File: config.mk
export PLATFORM = sky130hd
export DESIGN_NAME = nes_erase_seq
export DESIGN_NICKNAME = d
export VERILOG_FILES = /design/src/rtl/nes_pkg.sv /design/src/rtl/nes_bus_cycle.sv /design/src/rtl/nes_row_fmt.sv /design/src/rtl/nes_stat_dec.sv /design/src/rtl/nes_erase_seq.sv
export SDC_FILE = /design/constraint.sdc
export NUM_CORES = 1
export LEC_CHECK = 0
export BUFFER_PORTS_ARGS = -buffer_cell sky130_fd_sc_hd__buf_2
export CAP_MARGIN = 10
export CORE_ASPECT_RATIO = 0.6
export CORE_MARGIN = 2
export CORE_UTILIZATION = 60
export CTS_BUF_LIST = sky130_fd_sc_hd__clkbuf_4
export CTS_CLUSTER_DIAMETER = 200
export CTS_CLUSTER_SIZE = 40
export DETAILED_ROUTE_END_ITERATION = 10
export PLACE_DENSITY = 0.81
export SYNTH_ARGS = -nofsm -noshare
export SYNTH_HDL_FRONTEND = slang
export SYNTH_HIERARCHICAL = 1
export SYNTH_SLANG_ARGS = --single-unit
File: constraint.sdc
create_clock -name clk -period 2.3 [get_ports clk]
set_input_delay 0.575 -clock clk [delete_from_list [all_inputs] [get_ports clk]]
set_output_delay 0.575 -clock clk [all_outputs]
set_load 0.01 [all_outputs]
File: src/rtl/nes_pkg.sv
package nes_pkg;

  localparam logic [7:0] CMD_STATUS      = 8'h70;
  localparam logic [7:0] CMD_ERASE_SETUP = 8'h60;
  localparam logic [7:0] CMD_ERASE_GO    = 8'hD0;

  localparam int STAT_PF_BIT   = 0;
  localparam int STAT_RDY_BIT  = 6;
  localparam int STAT_OPEN_BIT = 7;

  typedef enum logic [2:0] {
    PH_IDLE,
    PH_WSU,
    PH_WLO,
    PH_WHI,
    PH_RLO,
    PH_RHI
  } nes_phase_e;

  typedef enum logic [3:0] {
    S_IDLE,
    S_PRE_CMD,
    S_PRE_RD,
    S_SETUP,
    S_ADDR0,
    S_ADDR1,
    S_CONFIRM,
    S_STAT_CMD,
    S_POLL
  } nes_state_e;

  typedef enum logic [1:0] {
    RES_PASS,
    RES_FAIL,
    RES_WP,
    RES_TMO
  } nes_res_e;

  typedef struct packed {
    logic open;
    logic ready;
    logic fail;
  } nes_stat_t;

endpackage

File: src/rtl/nes_bus_cycle.sv
module nes_bus_cycle
  import nes_pkg::*;
#(
  parameter int T_SETUP = 2,
  parameter int T_WL    = 3,
  parameter int T_WH    = 2,
  parameter int T_RL    = 3,
  parameter int T_RH    = 2
) (
  input  logic       clk,
  input  logic       rst,
  input  logic       go,
  input  logic       rd,
  input  logic [7:0] wr_byte,
  input  logic       wr_cle,
  input  logic       wr_ale,
  input  logic [7:0] dq_i,
  output logic       we_n,
  output logic       re_n,
  output logic       cle,
  output logic       ale,
  output logic       oe,
  output logic [7:0] dq_o,
  output logic [7:0] rd_byte,
  output logic       op_done
);

  localparam int M1 = (T_SETUP > T_WL) ? T_SETUP : T_WL;
  localparam int M2 = (M1 > T_WH) ? M1 : T_WH;
  localparam int M3 = (M2 > T_RL) ? M2 : T_RL;
  localparam int M4 = (M3 > T_RH) ? M3 : T_RH;
  localparam int CW = (M4 < 2) ? 1 : $clog2(M4);

  nes_phase_e     ph, ph_n;
  logic [CW-1:0]  cnt, cnt_n;

  always_comb begin
    ph_n  = ph;
    cnt_n = cnt;
    case (ph)
      PH_IDLE: begin
        if (go) begin
          if (rd) begin
            ph_n  = PH_RLO;
            cnt_n = CW'(T_RL - 1);
          end else begin
            ph_n  = PH_WSU;
            cnt_n = CW'(T_SETUP - 1);
          end
        end
      end
      PH_WSU: begin
        if (cnt == '0) begin
          ph_n  = PH_WLO;
          cnt_n = CW'(T_WL - 1);
        end else begin
          cnt_n = cnt - CW'(1);
        end
      end
      PH_WLO: begin
        if (cnt == '0) begin
          ph_n  = PH_WHI;
          cnt_n = CW'(T_WH - 1);
        end else begin
          cnt_n = cnt - CW'(1);
        end
      end
      PH_WHI: begin
        if (cnt == '0) ph_n = PH_IDLE;
        else           cnt_n = cnt - CW'(1);
      end
      PH_RLO: begin
        if (cnt == '0) begin
          ph_n  = PH_RHI;
          cnt_n = CW'(T_RH - 1);
        end else begin
          cnt_n = cnt - CW'(1);
        end
      end
      PH_RHI: begin
        if (cnt == '0) ph_n = PH_IDLE;
        else           cnt_n = cnt - CW'(1);
      end
      default: ph_n = PH_IDLE;
    endcase
  end

  always_ff @(posedge clk) begin
    if (rst) begin
      ph      <= PH_IDLE;
      cnt     <= '0;
      we_n    <= 1'b1;
      re_n    <= 1'b1;
      cle     <= 1'b0;
      ale     <= 1'b0;
      oe      <= 1'b0;
      dq_o    <= '0;
      rd_byte <= '0;
      op_done <= 1'b0;
    end else begin
      ph      <= ph_n;
      cnt     <= cnt_n;
      we_n    <= (ph_n != PH_WLO);
      re_n    <= (ph_n != PH_RLO);
      oe      <= (ph_n == PH_WSU) || (ph_n == PH_WLO) || (ph_n == PH_WHI);
      op_done <= (ph != PH_IDLE) && (ph_n == PH_IDLE);
      if (ph == PH_IDLE && go && !rd) begin
        dq_o <= wr_byte;
        cle  <= wr_cle;
        ale  <= wr_ale;
      end else if (ph_n == PH_IDLE) begin
        cle <= 1'b0;
        ale <= 1'b0;
      end
      if (ph == PH_RLO && cnt == '0) rd_byte <= dq_i;
    end
  end

endmodule

File: src/rtl/nes_row_fmt.sv
module nes_row_fmt #(
  parameter int BLK_W  = 10,
  parameter int PAGE_W = 6
) (
  input  logic [BLK_W-1:0] blk_i,
  output logic [7:0]       lo_o,
  output logic [7:0]       hi_o
);

  localparam int ROW_W = BLK_W + PAGE_W;

  logic [ROW_W-1:0] row;
  logic [15:0]      row16;

  assign row = {blk_i, {PAGE_W{1'b0}}};

  generate
    if (ROW_W < 16) begin : g_pad
      assign row16 = {{(16 - ROW_W){1'b0}}, row};
    end else begin : g_cut
      assign row16 = row[15:0];
      if (ROW_W > 16) begin : g_rest
        logic unused_row_hi;
        assign unused_row_hi = ^row[ROW_W-1:16];
      end
    end
  endgenerate

  assign lo_o = row16[7:0];
  assign hi_o = row16[15:8];

endmodule

File: src/rtl/nes_stat_dec.sv
module nes_stat_dec
  import nes_pkg::*;
(
  input  logic [7:0] stat_i,
  output nes_stat_t  st_o
);

  logic unused_stat;
  assign unused_stat = ^stat_i;

  assign st_o.open  = stat_i[STAT_OPEN_BIT];
  assign st_o.ready = stat_i[STAT_RDY_BIT];
  assign st_o.fail  = stat_i[STAT_PF_BIT];

endmodule

File: src/rtl/nes_erase_seq.sv
module nes_erase_seq
  import nes_pkg::*;
#(
  parameter int BLK_W     = 10,
  parameter int PAGE_W    = 6,
  parameter int T_SETUP   = 2,
  parameter int T_WL      = 3,
  parameter int T_WH      = 2,
  parameter int T_RL      = 3,
  parameter int T_RH      = 2,
  parameter int TMO_POLLS = 1000000
) (
  input  logic             clk,
  input  logic             rst,
  input  logic             start_i,
  input  logic [BLK_W-1:0] blk_i,
  output logic             done_o,
  output logic             err_fail_o,
  output logic             err_wp_o,
  output logic             err_tmo_o,
  output logic             nand_ce_n_o,
  output logic             nand_cle_o,
  output logic             nand_ale_o,
  output logic             nand_we_n_o,
  output logic             nand_re_n_o,
  output logic [7:0]       nand_dq_o,
  output logic             nand_dq_oe_o,
  input  logic [7:0]       nand_dq_i
);

  localparam int PW = $clog2(TMO_POLLS + 1);

  nes_state_e       st, st_n;
  nes_res_e         res_n;
  logic             fin;
  logic             pending;
  logic [BLK_W-1:0] blk_q;
  logic [PW-1:0]    poll_cnt;

  logic             go, rd, op_cle, op_ale, op_done;
  logic [7:0]       op_byte, rd_byte, row_lo, row_hi;
  nes_stat_t        stat;

  nes_row_fmt #(.BLK_W(BLK_W), .PAGE_W(PAGE_W)) u_row (
    .blk_i (blk_q),
    .lo_o  (row_lo),
    .hi_o  (row_hi)
  );

  nes_stat_dec u_dec (
    .stat_i (rd_byte),
    .st_o   (stat)
  );

  nes_bus_cycle #(
    .T_SETUP (T_SETUP),
    .T_WL    (T_WL),
    .T_WH    (T_WH),
    .T_RL    (T_RL),
    .T_RH    (T_RH)
  ) u_bus (
    .clk     (clk),
    .rst     (rst),
    .go      (go),
    .rd      (rd),
    .wr_byte (op_byte),
    .wr_cle  (op_cle),
    .wr_ale  (op_ale),
    .dq_i    (nand_dq_i),
    .we_n    (nand_we_n_o),
    .re_n    (nand_re_n_o),
    .cle     (nand_cle_o),
    .ale     (nand_ale_o),
    .oe      (nand_dq_oe_o),
    .dq_o    (nand_dq_o),
    .rd_byte (rd_byte),
    .op_done (op_done)
  );

  // Bus operation requested by the current step
  always_comb begin
    go      = (st != S_IDLE) && !pending;
    rd      = 1'b0;
    op_byte = '0;
    op_cle  = 1'b0;
    op_ale  = 1'b0;
    case (st)
      S_PRE_CMD, S_STAT_CMD: begin
        op_byte = CMD_STATUS;
        op_cle  = 1'b1;
      end
      S_PRE_RD, S_POLL: rd = 1'b1;
      S_SETUP: begin
        op_byte = CMD_ERASE_SETUP;
        op_cle  = 1'b1;
      end
      S_ADDR0: begin
        op_byte = row_lo;
        op_ale  = 1'b1;
      end
      S_ADDR1: begin
        op_byte = row_hi;
        op_ale  = 1'b1;
      end
      S_CONFIRM: begin
        op_byte = CMD_ERASE_GO;
        op_cle  = 1'b1;
      end
      default: go = 1'b0;
    endcase
  end

  // Step sequencing and result decision
  always_comb begin
    st_n  = st;
    fin   = 1'b0;
    res_n = RES_PASS;
    case (st)
      S_IDLE:     if (start_i) st_n = S_PRE_CMD;
      S_PRE_CMD:  if (op_done) st_n = S_PRE_RD;
      S_PRE_RD: begin
        if (op_done) begin
          if (!stat.open) begin
            fin   = 1'b1;
            res_n = RES_WP;
          end else begin
            st_n = S_SETUP;
          end
        end
      end
      S_SETUP:    if (op_done) st_n = S_ADDR0;
      S_ADDR0:    if (op_done) st_n = S_ADDR1;
      S_ADDR1:    if (op_done) st_n = S_CONFIRM;
      S_CONFIRM:  if (op_done) st_n = S_STAT_CMD;
      S_STAT_CMD: if (op_done) st_n = S_POLL;
      S_POLL: begin
        if (op_done) begin
          if (stat.ready) begin
            fin   = 1'b1;
            res_n = stat.fail ? RES_FAIL : RES_PASS;
          end else if (poll_cnt == PW'(TMO_POLLS - 1)) begin
            fin   = 1'b1;
            res_n = RES_TMO;
          end
        end
      end
      default: st_n = S_IDLE;
    endcase
    if (fin) st_n = S_IDLE;
  end

  always_ff @(posedge clk) begin
    if (rst) begin
      st          <= S_IDLE;
      pending     <= 1'b0;
      blk_q       <= '0;
      poll_cnt    <= '0;
      done_o      <= 1'b0;
      err_fail_o  <= 1'b0;
      err_wp_o    <= 1'b0;
      err_tmo_o   <= 1'b0;
      nand_ce_n_o <= 1'b1;
    end else begin
      st     <= st_n;
      done_o <= fin;
      if (op_done)  pending <= 1'b0;
      else if (go)  pending <= 1'b1;
      if (st == S_IDLE && start_i) begin
        blk_q       <= blk_i;
        poll_cnt    <= '0;
        nand_ce_n_o <= 1'b0;
        err_fail_o  <= 1'b0;
        err_wp_o    <= 1'b0;
        err_tmo_o   <= 1'b0;
      end
      if (st == S_POLL && op_done && !fin) poll_cnt <= poll_cnt + PW'(1);
      if (fin) begin
        nand_ce_n_o <= 1'b1;
        err_fail_o  <= (res_n == RES_FAIL);
        err_wp_o    <= (res_n == RES_WP);
        err_tmo_o   <= (res_n == RES_TMO);
      end
    end
  end

endmodule

======== After elaboration in Yosys (flattened, before gate mapping) ========
Index checks and enable logic that the tools add are counted.
storage, ports and cells
  bits in latches ......................... 0
  bits in read-only memories .............. 0
  word-level logic and storage cells ...... 139
  output and inout bits ................... 18
  memories kept ........................... 0
  input port bits ......................... 21
  memory bits (writable) .................. 0
  bits in registers ....................... 67
cells by class
  $lt $le $gt $ge ......................... 0
  bitwise logic cells ..................... 1
  add/sub/neg operators ................... 2
  eq/ne operators ......................... 33
  muxes and demuxes ....................... 50
  shifts and indexed selects .............. 0
  reduce and logical (&&, ||, !) cells .... 34
  multiply operators ...................... 0
  divide/modulo/power cells ............... 0
operators with widths
  cell                                                                   number
  20-bit two-way mux                                                     2
  8-bit one-hot mux with 5 select lines                                  1
  4-bit two-way mux                                                      9
  4-bit one-hot mux with 9 select lines                                  1
  20-bit by 1-bit adder with 20-bit output, second input constant        1
  20-bit equality test, second input constant                            1
  2-bit two-way mux                                                      10
  3-bit two-way mux                                                      6
  2-bit by 1-bit != test with 1-bit output, second input constant        9
  1-bit two-way mux                                                      17
  4-bit by 3-bit equality test with 1-bit output, second input constant  4
  3-bit one-hot mux with 5 select lines                                  1
  2-bit OR reduction                                                     7
  3-bit by 2-bit equality test with 1-bit output, second input constant  4
  10-bit AND reduction                                                   1
  4-bit by 2-bit equality test with 1-bit output, second input constant  2
  1-bit logical AND                                                      8
  2-bit one-hot mux with 4 select lines                                  1
  4-bit nonzero test                                                     2
  8-bit OR reduction                                                     1
  3-bit by 1-bit equality test with 1-bit output, second input constant  2
  3-bit equality test, second input constant                             2
  3-bit logical NOT                                                      2
  2-bit nonzero test                                                     3
  other kinds (18)                                                       23

======== Logic depth before layout (Yosys ltp) ========
Gate-level depths: netlist (run 1).
  depth in word-level cells ............... 9
  mapped depth ............................ 8
  depth with buffers taken out ............ 7

======== Hierarchy ========
Netlist (run 1), hierarchy kept.
by module, submodules not included
  module         sequential area each (µm²)  instances  cells each  area each (µm²)
  nes_erase_seq  800.8                       1          261         2,057.0
  nes_bus_cycle  540.5                       1          130         1,178.6
  nes_row_fmt    0.0                         1          17          123.9
  nes_stat_dec   0.0                         1          3           22.5

======== Worst setup path after synthesis (run 1) ========
OpenSTA, ideal clock, no wires.
  kind .................................... flip-flop to flip-flop
  start point ............................. register st[1]
  end point ............................... register poll_cnt[6]
  path slack .............................. 266 ps
  arrival ................................. 1,964 ps
  path buffers ............................ 1
  library setup time ...................... 70 ps
  stages on the path, launching flop included .. 7
  period minus slack after synthesis ...... 2,034 ps
  data required time ...................... 2,230 ps
  path through ............................ dfxtp_1 -> or4b_4 -> or2_0 -> buf_2 -> a211o_1 -> or3_1 -> a21oi_1
between the ends
  longest elaborated chain between the ends .. 5
  elaborated cells between the ends (all ways) .. 10
  classes of those cells .................. eq/ne (2); mux (2); reduce/logical (6)
RTL lines
  item                                                                                          line                                        source
  from (decl)                                                                                   nes_erase_seq.sv:33                         nes_state_e st, st_n;
  from (signal assigned)                                                                        nes_erase_seq.sv:164                        st <= st_n;
  4-bit equality test / 4-bit by 2-bit equality test with 1-bit output (equally long branches)  nes_erase_seq.sv:118, nes_erase_seq.sv:176
  1-bit one-hot mux with 2 select lines                                                         nes_erase_seq.sv:118                        case (st)
  1-bit logical NOT                                                                             nes_erase_seq.sv:176                        if (st == S_POLL && op_done && !fin) poll_cnt <= poll_cnt + PW'(1);
  1-bit logical AND                                                                             nes_erase_seq.sv:176
  20-bit two-way mux / 2-bit nonzero test (equally long branches)                               --
  to (signal assigned)                                                                          nes_erase_seq.sv:176
  to (decl)                                                                                     nes_erase_seq.sv:38                         logic [PW-1:0] poll_cnt;
Parallel ways exist; a longest one is shown, timed or not.
A chain may end at the register's enable or synchronous reset.

======== Final worst setup path (run 1) ========
  start point ............................. register st[1]
  end point ............................... register poll_cnt[9]
Same word-level chain as after synthesis.

==> summary by stage, run 1 <==
STA
In this run the tightest slew margin relative to its limit is a little over half. The final total negative setup slack is 0 ns. The number of failing setup endpoints in the final timing report is 0.

The number of pins exceeding their max-slew limit in the final report is 0. The final critical path takes up between 90% and 100% of the cycle. The smallest clock period supported by the final layout is computed as around 2.1 ns. The number of endpoints with negative hold slack in the final report is 0. The final worst clock skew is between 0.01 and 0.015 ns.

Timing would allow up to around 470 MHz. Setup repair after global routing left no endpoint under its margin. The transition at the pin with the smallest max-transition slack is around 0.7 ns.

Routing
The number of vias per cell after detailed routing is ~5.8. The detail route stage leaves a number of antenna-violating nets equal to 0. For this block, the routed nets add up to between 6 and 7 mm of wire. The length of the first detailed-routing pass in iterations is 4. The via count of the routed design is between 2000 and 3000. After detailed routing, the number of remaining DRC violations is 0. In the final routed layout, each cell accounts on average for 13.99 µm. The DRC violation total after the first TritonRoute iteration is between 100 and 150.

Final layout
The area growth from synthesis to layout is 9.696%. With fillers left out, the area of the finished cells amounts to 3525 µm². For this run, the post-layout net count is 441.

Fill cells in the final layout number 438. The total area of multi-input combinational cells is 1694 µm². In the layout the commonest cells are sky130_fd_sc_hd__dfxtp_1 (62), sky130_fd_sc_hd__nand2_1 (59), sky130_fd_sc_hd__buf_2 (33), sky130_fd_sc_hd__nor2_1 (32), sky130_fd_sc_hd__a21oi_1 (29). The number of antenna diodes in the final layout is 0. The share of cells above drive strength 1 is a little under a fifth. The sequential cells in the finished layout cover a total of approximately 1200 µm². Leaving out fill and tap cells, the most frequent cell in the layout is sky130_fd_sc_hd__dfxtp_1.

Die
The region available for standard cell placement spans 5105 µm². The number of rows in the core area is 20. The die outline width is 98.48 µm.

The die is 60.69 µm tall. The starting density of the core is between 60 and 70%. For this design the top-level I/O count stands at 39. The die area is approximately 6000 µm².

Clock tree
Gates resized during post-CTS repair numbered 0. The clock transition at the register clock pins on the worst setup and hold paths after CTS is between 0.1 and 0.15 ns. CTS placed an instance of sky130_fd_sc_hd__clkbuf_4 at the clock tree root. The clock drives 62 sinks.

The clock passes through at most 2 buffers. The hold buffer count at CTS is 0. After clock tree synthesis, the setup repair step added 0 buffers. The number of buffers created by CTS is 9. The clock tree from TritonCTS is yes.

The total number of H-tree levels is 3. The clock network latency to the later pin of the worst-skew pair is between 0.4 and 0.5 ns.

Place
The standard cell area after detailed placement is around 3300 µm². The final RePlAce weighted congestion is approximately 0.84. The final HPWL from detailed placement is approximately 4.9 mm. The quantity of I/O buffers inserted on ports is 33.

Power and ir drop
In this run the power density over the cells is ~750 nW/µm². For this design the static power due to leakage is about 1.4 nW. The largest voltage drop on the vdd net is around 0.00046 V.

Hold path
The number of cells on the worst hold path is 3. The hold path endpoint is blk_q[2]$_SDFFE_PP0P_. The hold path startpoint is blk_i[2]. The class of the tightest hold or removal check is in2reg.

Global route
Entering global routing, the biggest net connects 42 pins. The number of global-route vias before repair is 2429. Global routing finished with a remaining overflow of 0.

The all-layer global routing usage is around 24%. The number of antenna violations at the first check in global routing is 0. The first global-routing pass estimated around 11 mm of wire.

Synthesis
In this run the cell area of the synthesized design comes to 3213 µm². The gate count of the mapped netlist is around 400. The Yosys step of the flow raised 6 warnings. The average instance in the mapped netlist occupies roughly 8.1 µm².

Outcome
The run finished with clean final reports.

Worst setup path
STA puts the critical path data required time at around 2.6 ns. The maximum fanout encountered on the critical timing path is 5. STA puts the critical path data arrival time at between 2 and 2.5 ns. By startpoint and endpoint, the worst setup path is classified as reg2reg. The count of cells along the worst register-to-register path is 6. STA classifies the critical path endpoint as a register. Setup slack on the worst reg-to-reg path comes out at approximately 0.16 ns. The startpoint type of the worst setup path is a register.

In this run the critical register-to-register path is launched from st[1]$_SDFFE_PP0P_. The destination of the worst register-to-register timing path is poll_cnt[9]$_SDFFE_PP0P_.

Flow run
The tool flagged a number of max-cap violations equal to 0.
## metrics by stage
step / cells / worst slack (ns) / total power (W) / hold WS, ns / util [%]
after global routing: 487 / 0.02407 / 0.002762 / 0.3563 / 69.04
after detailed placement: 471 / 0.1787 / 0.001673 / 0.4467 / 65.32
after global placement: 471 / 0.2738 / 0.001653 / 0.4348 / 65.32
final: 487 / 0.1625 / 0.002641 / 0.3733 / 69.04
after floorplan: 401 / 0.2663 / 0.001598 / 0.4343 / -
after CTS: 487 / 0.1560 / 0.002655 / 0.3447 / 69.04
## worst max-delay path by stage
stage | endpoint | slack, ns | depth (start not counted) | from
floorplan | poll_cnt[6]$_SDFFE_PP0P_ | 0.27 | 6 | st[1]$_SDFFE_PP0P_
global route | u_bus/cnt[1]$_SDFFE_PP0P_ | 0.02 | 8 | st[1]$_SDFFE_PP0P_
detailed placement | poll_cnt[9]$_SDFFE_PP0P_ | 0.18 | 6 | st[1]$_SDFFE_PP0P_
global placement | poll_cnt[9]$_SDFFE_PP0P_ | 0.27 | 6 | st[1]$_SDFFE_PP0P_
finish | poll_cnt[9]$_SDFFE_PP0P_ | 0.16 | 6 | st[1]$_SDFFE_PP0P_
CTS | poll_cnt[9]$_SDFFE_PP0P_ | 0.16 | 6 | st[1]$_SDFFE_PP0P_
## power by group
group / switching, W / leakage [nW] / total [W] / internal, W
Clock: 0.000429 / 0.0923 / 0.000982 / 0.000552
Combinational: 0.000266 / 0.774 / 0.000447 / 0.000181
Sequential: 0.0000820 / 0.503 / 0.00121 / 0.00113
## critical path: stages, from the launching register on
cell and delay, ns:
sky130_fd_sc_hd__dfxtp_1 0.33, sky130_fd_sc_hd__or4b_4 0.58, sky130_fd_sc_hd__or2_0 0.32, sky130_fd_sc_hd__buf_4 0.19
sky130_fd_sc_hd__a21oi_1 0.33, sky130_fd_sc_hd__a32o_1 0.23, sky130_fd_sc_hd__nor3_1 0.04
## state kept, by name, summed over array words and instances (netlist names), 2 cells and up
register and count:
poll_cnt 20, u_bus/rd_byte 3, u_bus/dq_o 8, u_bus/cnt 2, st 4, u_bus/ph 3
blk_q 10
## final cells by class
| type | count | area share, % |
|---|---|---|
| Clock inverter | 7 | 3.479 |
| Sequential cell | 62 | 35.21 |
| Inverter | 11 | 1.171 |
| Clock buffer | 9 | 1.917 |
| Tap cell | 66 | 2.343 |
| Timing Repair Buffer | 46 | 7.810 |
| Multi-Input combinational cell | 286 | 48.07 |
## per-layer routing
layer  vias up  global-route usage [%]  part of all wire [%]
li1       1410                       -                     -
met1      1290                   35.17                    49
met2        96                   35.18                    41
met3         9                   7.373                   7.8
met4         0                   9.002                   1.3
met5         -                       0                     0
No activity file was read; power rests on OpenSTA's default activity.
==> run 2: changes to the inputs <==
Clock period 2.3 ns to 2.6 ns, I/O delays scaled along.
==> run 2 against run 1 <==
- cell count down 1.0%
- non-clock buffer count is 5 lower
- clock-buffer cell count up 1
- register-to-register slack improved by 0.12 ns
- fmax shrank 7.9%
- critical endpoint is now poll_cnt[6]$_SDFFE_PP0P_
==> summary by stage, run 2 (synthesis results as in run 1) <==
Outcome
Run status: finished clean (unchanged).

Final layout
The final antenna diode count is 0 (unchanged). Leading cell types in the layout, fill and taps excluded: sky130_fd_sc_hd__dfxtp_1 (62), sky130_fd_sc_hd__nand2_1 (59), sky130_fd_sc_hd__buf_2 (33), sky130_fd_sc_hd__nor2_1 (32), sky130_fd_sc_hd__a21oi_1 (29) (unchanged). Biggest registers after layout: poll_cnt x20, blk_q x10, u_bus/dq_o x8 (unchanged). The area growth from synthesis to layout is 6.192% (was 9.696%). The flip-flop count of the largest register after layout is 20 (unchanged). The storage element area is 1241 µm² (unchanged). The most flop-heavy register is poll_cnt (unchanged). The number of fill cells in the layout is 446 (was 438). The total area of multi-input combinational cells is 1694 µm² (unchanged). The most common cell after layout, fill and taps aside is sky130_fd_sc_hd__dfxtp_1 (unchanged). The final net count was 436 (was 441). The count of placed standard cells in the final layout, fillers left out was 482 (was 487). The share of cells above drive strength 1 is 16.59% (was 18.05%).

Place
The number of cells in the design after placement is 466 (was 471). The quantity of I/O buffers inserted on ports was 33 (unchanged). The final HPWL from detailed placement is 4.961 mm (was 4.856 mm). The final RePlAce weighted congestion is 0.8645 (was 0.8424).

The worst slack after detailed placement came to 0.3305 ns (was 0.1787 ns).

STA
The final setup slack of the worst path is 0.2799 ns (was 0.1625 ns). The timing-limited maximum frequency was 431.0 MHz (was 467.8 MHz). The final worst clock skew is 0.005615 ns (was 0.01470 ns). The number of pins exceeding their max-slew limit in the final report was 0 (unchanged). The worst max-slew margin expressed relative to the limit is 41.36% (was 54.07%). The final critical path time including I/O delays and setup came to 2.320 ns (was 2.137 ns). The final total negative setup slack was 0 ns (unchanged). The transition at the pin with the smallest max-transition slack is 0.8764 ns (was 0.6880 ns).

The final hold slack was 0.4601 ns (was 0.3733 ns). The number of failing setup endpoints in the final timing report is 0 (unchanged). Unrepaired setup endpoints after global routing: no (unchanged). The period utilization was 89.24% (was 92.93%). The number of endpoints with negative hold slack in the final report came to 0 (unchanged).

Worst setup path
Critical Path, Cell by Cell: or4b_4 -> or2_0 -> a211o_1 -> or3_1 -> a21oi_1 (was or4b_4 -> or2_0 -> buf_4 -> a21oi_1 -> a32o_1 -> nor3_1). The startpoint type of the worst setup path was a register (unchanged). The element type at the critical path end is a register (unchanged).

The startpoint of the lowest-slack register-to-register path is st[2]$_SDFFE_PP0P_ (was st[1]$_SDFFE_PP0P_). The flop-to-flop setup slack is 0.28 ns (was 0.16 ns). The largest incremental delay on the critical path is 0.61 ns (was 0.58 ns). The category of cells accounting for the largest share of critical-path delay was simple AND/OR/NAND/NOR gates (unchanged). The cell type of the slowest stage on the worst timing path is sky130_fd_sc_hd__or4b_4 (unchanged). The maximum fanout encountered on the critical timing path is 11 (was 5).

The data required time at the worst endpoint is 2.94 ns (was 2.60 ns). The count of cells along the worst register-to-register path is 5 (was 6). The data arrival at the endpoint of the critical path is 2.66 ns (was 2.44 ns). The logic depth of the worst setup path including buffers is 5 (was 6). The number of buffer and inverter stages on the critical path is 0 (was 1). The type of the setup path with the least slack is reg2reg (unchanged). The destination of the worst register-to-register timing path was poll_cnt[6]$_SDFFE_PP0P_ (was poll_cnt[9]$_SDFFE_PP0P_). The critical path capture point is poll_cnt[6]$_SDFFE_PP0P_ (was poll_cnt[9]$_SDFFE_PP0P_).

The launching element of the worst setup path is st[2]$_SDFFE_PP0P_ (was st[1]$_SDFFE_PP0P_).

Global route
The pin count of the biggest net entering global routing is 24 (was 42). The first-pass GRT wire length is 11.60 mm (was 11.37 mm). The overflow left after global routing came to 0 (unchanged). The number of antenna violations at the first check in global routing is 0 (unchanged).

The all-layer global routing usage is 24.69% (was 24.49%). The number of global-route vias before repair is 2353 (was 2429).

Routing
The number of vias per cell after detailed routing is 5.627 (was 5.760). The final wirelength came to 6.919 mm (was 6.815 mm). The final antenna-violating net count is 0 (unchanged). The via count of the routed design is 2712 (was 2805). The DRC violation count after routing is 0 (unchanged).

The length of the first detailed-routing pass in iterations is 4 (unchanged). The DRC violation total after the first TritonRoute iteration is 149 (was 134). The routed wirelength normalized by instance count is 14.35 µm (was 13.99 µm).

Power and ir drop
The standby leakage power is 1.321 nW (was 1.369 nW). The areal power density over the cells is 612.2 nW/µm² (was 749.3 nW/µm²). The switching part of the total power was 30.76% (was 29.42%). The proportion of power drawn by the clock network is 30.3% (was 37.2%). The largest voltage drop on the vdd net is 0.0003465 V (was 0.0004577 V).

The share of total power in sequential cells is 51.4% (was 45.9%). The net load switching power came to 0.0006425 W (was 0.0007771 W). The combinational share of power is 18.3% (was 16.9%). The overall power was 0.002089 W (was 0.002641 W). The cell-internal power was 0.001446 W (was 0.001864 W).

Clock tree
The post-cts repair resize count is 0 (unchanged). The hold buffer count at CTS is 0 (unchanged). The number of buffers created by CTS is 9 (unchanged). The maximum clock path buffer count is 2 (unchanged). The total number of H-tree levels is 3 (unchanged). The total setup buffers inserted after CTS came to 0 (unchanged). The clock transition at the register clock pins on the worst setup and hold paths after CTS was 0.10 ns (was 0.11 ns).

The clock tree from TritonCTS is yes (unchanged). The CTS root buffer is sky130_fd_sc_hd__clkbuf_4 (unchanged). The count of clock tree sinks was 62 (unchanged). The clock network latency to the later pin of the worst-skew pair was 0.40 ns (was 0.43 ns).

Die
The number of rows in the core area came to 20 (unchanged). The die outline width was 98.48 µm (unchanged). The starting density of the core is 62.94% (unchanged). The number of top-level design ports is 39 (unchanged).

The die span in y is 60.69 µm (unchanged). The die area came to 5976 µm² (unchanged). The core area is 5105 µm² (unchanged).

Hold path
The class of the tightest hold or removal check is reg2reg (was in2reg).

Flow run
The reported max-cap violation count is 0 (unchanged).
## run 2: per-layer routing
| metal | GRT usage, % | share of wire (%) | wire (µm) | vias to the layer above |
|---|---|---|---|---|
| met5 | 0 | 0 | 0 | - |
| met4 | 4.110 | 0.78 | 54 | 0 |
| met3 | 7.373 | 5.4 | 376 | 4 |
| met2 | 36.35 | 42 | 2922 | 69 |
| met1 | 36.64 | 52 | 3565 | 1250 |
| li1 | - | - | - | 1389 |
## run 2: tightest hold or removal path, delay by kind of cell (launching register included)
kind             cells  cell delay [ns]
flip-flops           1             0.32
AND/OR/NAND/NOR      1             0.05
AO/OA/AOI/OAI        1             0.05
## run 2: area by class of cell
cell class              instances  area share (%)
clock buffers                  10           2.200
clock inverters                 6           1.540
inverters                      11           1.210
multi-input cells             286           49.65
flip-flops and latches         62           36.38
well taps                      66           2.420
repair buffers                 41           6.601
## run 2: how the worst min path moves through the flow
stage                                from                         end  slack (ns)  cells past startpoint
4_1_cts                          blk_i[1]       blk_q[1]$_SDFFE_PP0P_        0.45                      3
3_3_place_gp     nand_ce_n_o$_SDFFE_PP1P_    nand_ce_n_o$_SDFFE_PP1P_        0.43                      2
6_report            blk_q[4]$_SDFFE_PP0P_       blk_q[4]$_SDFFE_PP0P_        0.46                      2
5_1_grt                          blk_i[8]       blk_q[8]$_SDFFE_PP0P_        0.47                      3
3_5_place_dp   u_bus/dq_o[7]$_SDFFE_PP0P_  u_bus/dq_o[7]$_SDFFE_PP0P_        0.45                      2
2_1_floorplan        pending$_SDFFE_PP0P_        pending$_SDFFE_PP0P_        0.43                      2
## run 2: metrics by stage
step           cell area, µm²  utilization (%)
2_1_floorplan            3232                -
3_5_place_dp             3284            64.34
3_3_place_gp             3284            64.34
5_1_grt                  3412            66.84
4_1_cts                  3412            66.84
6_report                 3412            66.84
## run 2: power groups by stage
stage          registers, W  clock network [W]  logic [W]
6_report            0.00107           0.000632   0.000382
5_1_grt             0.00108           0.000684   0.000433
4_1_cts             0.00107           0.000644   0.000382
3_5_place_dp        0.00109                  0   0.000378
3_3_place_gp        0.00109                  0   0.000366
2_1_floorplan       0.00106                  0   0.000358
==> run 3: changes to the inputs <==
Settings changed: CORE_UTILIZATION 60 to 30, PLACE_DENSITY 0.81 to 0.46.
==> run 3 against run 2 <==
- critical path depth unchanged
- setup slack better by 0.14 ns
- via count down 1.5%
- clock-buffer cell count up 1
- worst hold slack worse by 0.0019 ns
- combinational power about the same
- critical endpoint unchanged
==> summary by stage, run 3 (synthesis results as in run 1) <==
Routing
The via count of the routed design is 2671 (was 2712). The final wirelength is 7.524 mm (was 6.919 mm). The final antenna-violating net count is 0 (unchanged). The length of the first detailed-routing pass in iterations came to 4 (unchanged).

The DRC violation count after routing is 0 (unchanged). The routed wirelength normalized by instance count is 13.53 µm (was 14.35 µm). The number of vias per cell after detailed routing is 4.804 (was 5.627).

The DRC violation total after the first TritonRoute iteration is 190 (was 149).

STA
The final worst clock skew is 0.01047 ns (was 0.005615 ns). The timing-limited maximum frequency was 459.4 MHz (was 431.0 MHz). The number of failing setup endpoints in the final timing report is 0 (unchanged). The number of endpoints with negative hold slack in the final report came to 0 (unchanged).

The final total negative setup slack is 0 ns (unchanged). The number of pins exceeding their max-slew limit in the final report came to 0 (unchanged). The transition at the pin with the smallest max-transition slack is 0.6938 ns (was 0.8764 ns). The final critical path time including I/O delays and setup came to 2.177 ns (was 2.320 ns). The period utilization was 83.72% (was 89.24%). Unrepaired setup endpoints after global routing: no (unchanged).

The worst max-slew margin expressed relative to the limit is 53.69% (was 41.36%).

Worst setup path
The data required time at the worst endpoint came to 2.96 ns (was 2.94 ns). The element type at the critical path end is a register (unchanged). The startpoint type of the worst setup path was a register (unchanged). The startpoint of the lowest-slack register-to-register path is st[1]$_SDFFE_PP0P_ (was st[2]$_SDFFE_PP0P_).

The cell type of the slowest stage on the worst timing path is sky130_fd_sc_hd__or4b_4 (unchanged). The destination of the worst register-to-register timing path is poll_cnt[6]$_SDFFE_PP0P_ (unchanged). The flop-to-flop setup slack was 0.42 ns (was 0.28 ns).

The largest incremental delay on the critical path is 0.58 ns (was 0.61 ns). The type of the setup path with the least slack is reg2reg (unchanged). The maximum fanout encountered on the critical timing path came to 6 (was 11).

The count of cells along the worst register-to-register path is 5 (unchanged). The data arrival at the endpoint of the critical path is 2.53 ns (was 2.66 ns). Critical Path, Cell by Cell: or4b_4 -> or2_0 -> a211o_1 -> or3_1 -> a21oi_1 (unchanged).

Power and ir drop
The net load switching power came to 0.0006500 W (was 0.0006425 W). The share of total power in sequential cells is 51.1% (was 51.4%). The areal power density over the cells is 598.6 nW/µm² (was 612.2 nW/µm²). The switching part of the total power is 30.91% (was 30.76%). The combinational share of power came to 18.3% (about the same). The largest voltage drop on the vdd net is 0.0002802 V (was 0.0003465 V). The standby leakage power came to 1.325 nW (was 1.321 nW). The proportion of power drawn by the clock network is 30.6% (was 30.3%).

The cell-internal power is 0.001453 W (was 0.001446 W).

Final layout
Leading cell types in the layout, fill and taps excluded: sky130_fd_sc_hd__dfxtp_1 (62), sky130_fd_sc_hd__nand2_1 (59), sky130_fd_sc_hd__buf_2 (33), sky130_fd_sc_hd__nor2_1 (32), sky130_fd_sc_hd__a21oi_1 (29) (unchanged). The area growth from synthesis to layout is 9.346% (was 6.192%). The count of placed standard cells in the final layout, fillers left out was 556 (was 482). The share of cells above drive strength 1 is 16.59% (unchanged). The total area of multi-input combinational cells is 1694 µm² (unchanged). The flip-flop count of the largest register after layout is 20 (unchanged). The storage element area was 1241 µm² (unchanged). The number of fill cells in the layout was 1116 (was 446).

Biggest registers after layout: poll_cnt x20, blk_q x10, u_bus/dq_o x8 (unchanged). The most flop-heavy register is poll_cnt (unchanged). The final net count is 438 (was 436). The most common cell after layout, fill and taps aside is sky130_fd_sc_hd__dfxtp_1 (unchanged).

Global route
The number of global-route vias before repair is 2441 (was 2353). The pin count of the biggest net entering global routing came to 32 (was 24). The all-layer global routing usage is 14.14% (was 24.69%). The overflow left after global routing is 0 (unchanged).

The first-pass GRT wire length came to 12.67 mm (was 11.60 mm). The number of antenna violations at the first check in global routing is 0 (unchanged).

Clock tree
The CTS root buffer is sky130_fd_sc_hd__clkbuf_4 (unchanged). The clock network latency to the later pin of the worst-skew pair is 0.42 ns (was 0.40 ns). The clock transition at the register clock pins on the worst setup and hold paths after CTS is 0.10 ns (about the same). The clock tree from TritonCTS is yes (unchanged). The maximum clock path buffer count is 2 (unchanged).

The post-cts repair resize count is 0 (unchanged). The total number of H-tree levels is 3 (unchanged). The total setup buffers inserted after CTS was 0 (unchanged). The count of clock tree sinks is 62 (unchanged). The number of buffers created by CTS came to 9 (unchanged). The hold buffer count at CTS is 0 (unchanged).

Place
The final HPWL from detailed placement is 5.431 mm (was 4.961 mm). The final RePlAce weighted congestion is 0.7765 (was 0.8645). The number of cells in the design after placement is 541 (was 466). The quantity of I/O buffers inserted on ports is 33 (unchanged).

Die
The die span in y is 84.17 µm (was 60.69 µm). The core area is 10490 µm² (was 5105 µm²). The number of rows in the core area is 29 (was 20). The die area is 11580 µm² (was 5976 µm²). The starting density of the core is 30.64% (was 62.94%).

The number of top-level design ports is 39 (unchanged). The die outline width was 137.6 µm (was 98.48 µm).

Hold path
The class of the tightest hold or removal check is reg2reg (unchanged). The hold path endpoint was u_bus/dq_o[0]$_SDFFE_PP0P_ (was blk_q[4]$_SDFFE_PP0P_). The number of cells on the worst hold path is 2 (unchanged). The hold path startpoint is u_bus/dq_o[0]$_SDFFE_PP0P_ (was blk_q[4]$_SDFFE_PP0P_).

Flow run
The reported max-cap violation count is 0 (unchanged).

Outcome
Run status: finished clean (unchanged).
==> run 3: worst max path at each step <==
stage               depth (start not counted)                        to  slack, ns          startpoint
floorplan                                   6  poll_cnt[6]$_SDFFE_PP0P_       0.57  st[1]$_SDFFE_PP0P_
global placement                            5  poll_cnt[6]$_SDFFE_PP0P_       0.48  st[1]$_SDFFE_PP0P_
detailed placement                          5  poll_cnt[6]$_SDFFE_PP0P_       0.45  st[1]$_SDFFE_PP0P_
CTS                                         5  poll_cnt[6]$_SDFFE_PP0P_       0.42  st[1]$_SDFFE_PP0P_
global route                                8    u_bus/cle$_SDFFE_PP0P_       0.14  st[1]$_SDFFE_PP0P_
finish                                      5  poll_cnt[6]$_SDFFE_PP0P_       0.42  st[1]$_SDFFE_PP0P_
==> run 3: metrics by stage <==
stage                     power [W]  cell area, µm²  setup WS, ns  utilization (%)  hold WS (ns)
final                      0.002103            3513        0.4234            33.50        0.4582
after global routing       0.002224            3511        0.1411            33.48        0.4320
after CTS                  0.002125            3511        0.4233            33.48        0.4286
after detailed placement   0.001483            3391        0.4505            32.34        0.4377
after global placement     0.001480            3391        0.4760            32.34        0.4330
after floorplan            0.001414            3232        0.5663                -        0.4343
==> run 3: power by group through the flow <==
stage	clock (W)	sequential, W	combinational, W
floorplan	0	0.00106	0.000358
global placement	0	0.00109	0.000386
detailed placement	0	0.00109	0.000388
CTS	0.000663	0.00107	0.000389
global route	0.000701	0.00109	0.000437
finish	0.000644	0.00107	0.000384
==> run 3: final cells by class <==
cell class,instances,area share [%]
antenna,1,0.07123
multi-input combinational,286,48.22
timing repair buffer,43,6.838
tap,139,4.950
clock inverter,3,1.068
sequential,62,35.33
inverter,11,1.175
clock buffer,11,2.350
==> run 3: critical path: cells and delay by family, from the launching register on <==
family,cells,cell delay [ns]
compound gates,2,0.49
flops,1,0.32
simple gates,3,1.29
==> run 3: layer usage <==
layer / global-route usage (%) / part of all wire [%] / vias up
met3: 5.435 / 6.6 / 9
met1: 22.86 / 58 / 1202
met4: 3.655 / 1.0 / 0
li1: - / - / 1392
met5: 0 / 0 / -
met2: 16.60 / 34 / 68
